<file path="src/rtl/sram_lane_ctrl.sv">
module sram_lane_ctrl #(
  parameter int ADDR_W      = 16,
  parameter int READ_CYCLES = 2,
  parameter int WP_CYCLES   = 2,
  parameter int TURN_CYCLES = 1
) (
  input  logic              clk,
  input  logic              rst_n,
  input  logic              req_valid,
  input  logic              req_write,
  input  logic [ADDR_W-1:0] req_addr,
  input  logic [15:0]       req_wdata,
  input  logic [1:0]        req_mask,
  output logic              req_ready,
  output logic [15:0]       rsp_rdata,
  output logic [ADDR_W-1:0] mem_addr,
  output logic              mem_ce_n,
  output logic              mem_oe_n,
  output logic              mem_we_n,
  output logic              mem_lb_n,
  output logic              mem_ub_n,
  output logic [15:0]       mem_dq_out,
  output logic              mem_dq_oe,
  input  logic [15:0]       mem_dq_in
);
  localparam int MAXC  = (READ_CYCLES > WP_CYCLES) ?
                         ((READ_CYCLES > TURN_CYCLES) ? READ_CYCLES : TURN_CYCLES) :
                         ((WP_CYCLES > TURN_CYCLES) ? WP_CYCLES : TURN_CYCLES);
  localparam int CNT_W = $clog2(MAXC + 1);

  typedef enum logic [2:0] {
    IDLE, READ_WAIT, READ_CAPTURE, WRITE_SETUP, WRITE_PULSE, WRITE_END
  } state_t;

  state_t           state;
  logic [CNT_W-1:0] cnt;
  logic             accept;
  logic             cnt_done;

  assign accept   = (state == IDLE) && req_valid && !req_ready;
  assign cnt_done = (cnt == '0);

  always_ff @(posedge clk) begin
    if (!rst_n) begin
      state      <= IDLE;
      cnt        <= '0;
      req_ready  <= 1'b0;
      rsp_rdata  <= '0;
      mem_addr   <= '0;
      mem_ce_n   <= 1'b1;
      mem_oe_n   <= 1'b1;
      mem_we_n   <= 1'b1;
      mem_lb_n   <= 1'b1;
      mem_ub_n   <= 1'b1;
      mem_dq_out <= '0;
      mem_dq_oe  <= 1'b0;
    end else begin
      req_ready <= 1'b0;
      case (state)
        IDLE: begin
          if (accept) begin
            mem_addr   <= req_addr;
            mem_dq_out <= req_wdata;
            if (req_mask == 2'b00) begin
              req_ready <= 1'b1;
            end else begin
              mem_ce_n <= 1'b0;
              mem_lb_n <= ~req_mask[0];
              mem_ub_n <= ~req_mask[1];
              if (req_write) begin
                cnt   <= CNT_W'(TURN_CYCLES - 1);
                state <= WRITE_SETUP;
              end else begin
                mem_oe_n <= 1'b0;
                cnt      <= CNT_W'(READ_CYCLES - 1);
                state    <= READ_WAIT;
              end
            end
          end
        end
        READ_WAIT: begin
          if (cnt_done) state <= READ_CAPTURE;
          else          cnt   <= cnt - 1'b1;
        end
        READ_CAPTURE: begin
          rsp_rdata <= {mem_ub_n ? 8'h00 : mem_dq_in[15:8],
                        mem_lb_n ? 8'h00 : mem_dq_in[7:0]};
          mem_ce_n  <= 1'b1;
          mem_oe_n  <= 1'b1;
          mem_lb_n  <= 1'b1;
          mem_ub_n  <= 1'b1;
          req_ready <= 1'b1;
          state     <= IDLE;
        end
        WRITE_SETUP: begin
          if (cnt_done) begin
            mem_we_n  <= 1'b0;
            mem_dq_oe <= 1'b1;
            cnt       <= CNT_W'(WP_CYCLES - 1);
            state     <= WRITE_PULSE;
          end else begin
            cnt <= cnt - 1'b1;
          end
        end
        WRITE_PULSE: begin
          if (cnt_done) begin
            mem_we_n <= 1'b1;
            state    <= WRITE_END;
          end else begin
            cnt <= cnt - 1'b1;
          end
        end
        WRITE_END: begin
          mem_dq_oe <= 1'b0;
          mem_ce_n  <= 1'b1;
          mem_lb_n  <= 1'b1;
          mem_ub_n  <= 1'b1;
          req_ready <= 1'b1;
          state     <= IDLE;
        end
        default: state <= IDLE;
      endcase
    end
  end
endmodule

</file>
<file path="config.mk">
export PLATFORM = sky130hd
export DESIGN_NAME = sram_lane_ctrl
export DESIGN_NICKNAME = d
export VERILOG_FILES = /design/src/rtl/sram_lane_ctrl.sv
export SDC_FILE = /design/constraint.sdc
export NUM_CORES = 1
export LEC_CHECK = 0
export BUFFER_PORTS_ARGS = -buffer_cell sky130_fd_sc_hd__buf_2
export CORE_ASPECT_RATIO = 2
export CORE_MARGIN = 2
export CORE_UTILIZATION = 34
export DETAILED_ROUTE_END_ITERATION = 8
export HOLD_SLACK_MARGIN = 0.15
export PLACE_DENSITY = 0.7
export SYNTH_ARGS = -nofsm -noshare
export SYNTH_HDL_FRONTEND = slang
export SYNTH_SLANG_ARGS = --single-unit
</file>
<file path="constraint.sdc">
create_clock -name clk -period 4 [get_ports clk]
set_input_delay 0.4 -clock clk [delete_from_list [all_inputs] [get_ports clk]]
set_output_delay 0.4 -clock clk [all_outputs]
set_load 0.05 [all_outputs]
</file>
Yosys cells after proc, flatten, opt, wreduce, memory -nomap -nowiden. Cells that the tools add are included.

Input bits: 54. Flip-flop bits (word level): 60.

Eq/ne operators: 12. Reduce and logical (&&, ||, !) cells: 20. Muxes and demuxes: 35. Bitwise gates (word level): 2. Add/subtract/negate cells: 1.

Operators by type and width (number): $mux 8 (2); $mux 3 (5); $mux 1 (14); $ne 2x2->1 const B (7); $pmux 1 s2 (7); $pmux 3 s4 (1); $mux 2 (5); $reduce_and 4->1 (2); $reduce_bool 2->1 (4); $eq 3x2->1 const B (2); $eq 3x3->1 const B (2); $pmux 2 s3 (1); $reduce_and 3->1 (2); $reduce_and 5->1 (1); $logic_not 2->1 (2); $reduce_and 2->1 (2); $reduce_or 2->1 (2); $eq 3x1->1 const B (1); $logic_not 3->1 (1); $reduce_bool 3->1 (1); $logic_and 1x1->1 (2); $not 1->1 (2); $sub 2x1->2 const B (1); $logic_not 1->1 (1).

Depth between registers and ports, before layout.
Word-level depth: 5. Gate-level depth with buffers: 7. Gate-level depth less buffers: 6.

Worst setup path before layout. No wires, ideal clock.

Path type: flip-flop to flip-flop. From: register req_ready. To: register mem_oe_n. Arrival time: 1464 ps. Setup slack: 2403 ps. Cell stages (with the launch flop): 5. Setup time: 133 ps. Period minus slack after synthesis: 1597 ps. Data required time: 3867 ps. Path through: dfxtp_1 nand2b_1 or4_4 o21ai_1 nand3_1.

Cells in the longest elaborated chain, start to end: 4.

RTL lines: start, declared (RTL line 14) `output logic req_ready,`; start signal, assigned (RTL line 47) `req_ready <= 1'b0;`; start signal, assigned (RTL line 58) `req_ready <= 1'b0;`; start signal, assigned (RTL line 65) `req_ready <= 1'b1;`; $logic_not 1->1 (RTL line 40) `assign accept = (state == IDLE) && req_valid && !req_ready;`; $logic_and 1x1->1 (RTL line 40); $ne 2x2->1 (no line); $reduce_and 4->1 (no line); end signal, assigned (RTL line 51) `mem_oe_n <= 1'b1;`; end signal, assigned (RTL line 74) `mem_oe_n <= 1'b0;`; end signal, assigned (RTL line 89) `mem_oe_n <= 1'b1;`; end, declared (RTL line 18) `output logic mem_oe_n,`.

No other way between the ends. A chain may end at the register's enable or synchronous reset.

Final worst setup path.
From: register state[2]. To: register mem_addr[5].

Cells in the longest elaborated chain, start to end: 4.

RTL lines: start, declared (RTL line 35) `state_t state;`; start signal, assigned (RTL line 45) `state <= IDLE;`; start signal, assigned (RTL line 72) `state <= WRITE_SETUP;`; start signal, assigned (RTL line 76) `state <= READ_WAIT;`; $logic_not 3->1 (*) (RTL line 40, 59); $logic_and 1x1->1 (2 in series) (RTL line 40); $reduce_and 2->1 (no line) (*); end signal, assigned (RTL line 62) `mem_addr <= req_addr;`; end, declared (RTL line 16) `output logic [ADDR_W-1:0] mem_addr,`.

Mark *: on every way between the ends. The rest lies on a longest branch, timed or not.

==> results.cfg <==
[setup_path]
cp_data_arrival_time_ps = 2230
cp.required_ps = 4230
crit-reg2reg-launch = state[2]$_SDFFE_PN0P_
end_kind = register
start_kind = register
path_max_fanout = 33
critPathKind = register to register
crit_start = state[2]$_SDFFE_PN0P_

[route]
post_drt_via_cell_ratio = 4.867
firstDrtPassIters = 4
via_count = 2336
drc_errors = 0
wirelength_um = 6304
first_iter_violations = 136
drtAntennaViolNets = 0
wl_per_cell_um = 13.13

[yosys]
ys_warn_count = 0
synthMostInstantiatedCell = nand2_1
ys_seq_area_share_pct = 51.15
ys_top_cells_by_count = nand2_1, dfxtp_1, a21oi_1, nand3_1
syn_area_per_cell_um2 = 8.070
synth_area_um2 = 2349
syn_inst = 291
synthArstFlopShare_pct = 0
yosys.area.top_type = dfxtp_1
netlist_top_cells_area = dfxtp_1, nand2_1, a21oi_1, nand3_1, buf_6
synth_enable_flop_cells = 0
ys_ff_latch = 60
ys_types = 39
synth_top_area_share_pct = 51.15
syn_nets = 347
synth_ff_type = dfxtp_1

[floorplan]
die-area_um2 = 7629
start_util_pct = 35.19
chipHeight_um = 121.5
die_w_um = 62.77
core_area_um2 = 6674
rows = 42
ios = 109

[timing]
finalHoldViolCount = 0
min_period_ps = 1994
hold_slack_ps = 320.9
maxSlewHeadroom_pct = 23.62
fin_skew_ps = 6.179
slew_violations = 0
grt_setup_unrepaired = false
fin_ws_ps = 2006
tns_ps = 0
finalSetupViolCount = 0
finalCritPeriodShare_pct = 49.86
max_freq_mhz = 501.5
tightestPinTransition_ps = 1142

[place]
dp_hpwl_um = 4491
dp_slack_ps = 2010
portBuffers = 108
gp_routability_congestion = 0.8114
dp_cells = 468
dpl_cell_area_um2 = 2887

[global_routing]
grt_pass1_vias = 2110
track_usage_pct = 16.10
antenna_found_initial = 0
overflow = 0
grt_max_degree = 55
grt_pass1_wl_um = 9466

[cts]
htree_levels = 3
postCtsSetupBuffers = 0
clockBufferDepth = 2
postCtsHoldBufs = 0
cts_tree = done
clock-root-buffer = clkbuf_16
clock_latency_ps = 320
cts_num_sinks = 60
cts.repair.resized = 0
clk_pin_slew_ps = 50
cts_buffers = 9

[pwr]
peakVddDrop_v = 0.0002337
power_density_nw_per_um2 = 546.4
comb_power_share_pct = 22.5
clkPwrFrac_pct = 37.9
p_leak_nw = 1.405
power_frac_seq_pct = 39.6
switching_share_pct = 31.61
p_switching_mw = 0.5411
intPower_mw = 1.171

[flow_run]
maxCapViolCount = 0

[finish]
area_growth_pct = 33.40
final_cell_area_um2 = 3133
drive_gt1_share_pct = 31.38
multiInputGateArea_um2 = 1001
stdcell_count = 480
nNetsFinal = 447
n_antenna_cell = 0
layout.area.seq_um2 = 1201
fillers = 699

[min_path]
hp-start = req_wdata[8]
hp-class = input port to register

[status]
outcome = finished, final reports clean
==> layer usage <==
layer | routed length [µm] | global-route usage (%) | up-vias
li1 | - | - | 1171
met5 | 0 | 0 | -
met1 | 2429 | 16.50 | 1060
met2 | 3341 | 28.29 | 85
met4 | 257 | 10.42 | 0
met3 | 276 | 4.617 | 20
==> sequential cells by signal, summed over array words and instances, names as in the netlist <==
signal / flops
cnt: 2
mem_addr: 16
mem_ce_n: 1
mem_dq_oe: 1
mem_dq_out: 16
mem_lb_n: 1
mem_oe_n: 1
mem_ub_n: 1
mem_we_n: 1
req_ready: 1
rsp_rdata: 16
state: 3
==> cell type report <==
type,instances,area share (%)
well taps,88,3.514
flip-flops and latches,60,38.34
repair buffers,108,17.25
multi-input cells,203,31.95
clock buffers,12,7.867
inverters,9,1.078
==> metrics by stage <==
step | utilization [%] | power (mW)
after floorplan | - | 0.9867
after global placement | 43.25 | 1.068
after detailed placement | 43.25 | 1.075
after CTS | 46.94 | 1.733
after global routing | 46.94 | 1.789
final | 46.94 | 1.712
==> path summary, 6_finish.rpt <==
kind / endpoint / slack (ps) / cells after the start
setup / recovery: mem_addr[5]$_SDFFE_PN0P_ / 2010 / 4
hold / removal: mem_dq_out[8]$_SDFFE_PN0P_ / 320 / 3
setup reg to reg: mem_addr[5]$_SDFFE_PN0P_ / 2010 / 4
hold reg to reg: rsp_rdata[4]$_SDFFE_PN0P_ / 450 / 2
==> power by group through the flow <==
stage | combinational [mW] | clock, mW | sequential (mW)
2_1_floorplan | 0.167 | 0 | 0.820
3_3_place_gp | 0.381 | 0 | 0.687
3_5_place_dp | 0.386 | 0 | 0.689
4_1_cts | 0.388 | 0.668 | 0.677
5_1_grt | 0.414 | 0.692 | 0.683
6_report | 0.385 | 0.650 | 0.678
==> cells in the final DEF (no fill, tap or decap), types with 2 or more instances in the layout <==
cell type	instances
clkbuf_1	2
nor3_1	3
ha_1	2
o221ai_1	2
nor2b_1	3
o31ai_1	2
dfxtp_1	60
nand2_1	83
buf_2	108
nor4_1	2
nand2b_1	3
nor2_1	7
inv_1	6
nand3_1	19
clkbuf_16	9
a21oi_1	55
clkinv_1	2
a2bb2oi_1	2
o21ai_0	3
==> worst max-delay path, stage by stage, from the launching register on <==
cell and delay (ps):
dfxtp_1 390, or2_4 310, nor3_4 910, nand2_1 130, a21oi_1 160
==> logic make-up (layout without fill, tap and decap cells) <==
group                      after synthesis  in the layout  share of synthesized area, %
AOI/OAI and AO/OA                       73             73                         17.32
adders and majority gates                2              2                         1.065
buffers and inverters                   28            129                         6.499
DFF                                     60             60                         51.15
and+or+nand+nor                        128            128                         23.98
(Power assumes the default switching activity.)
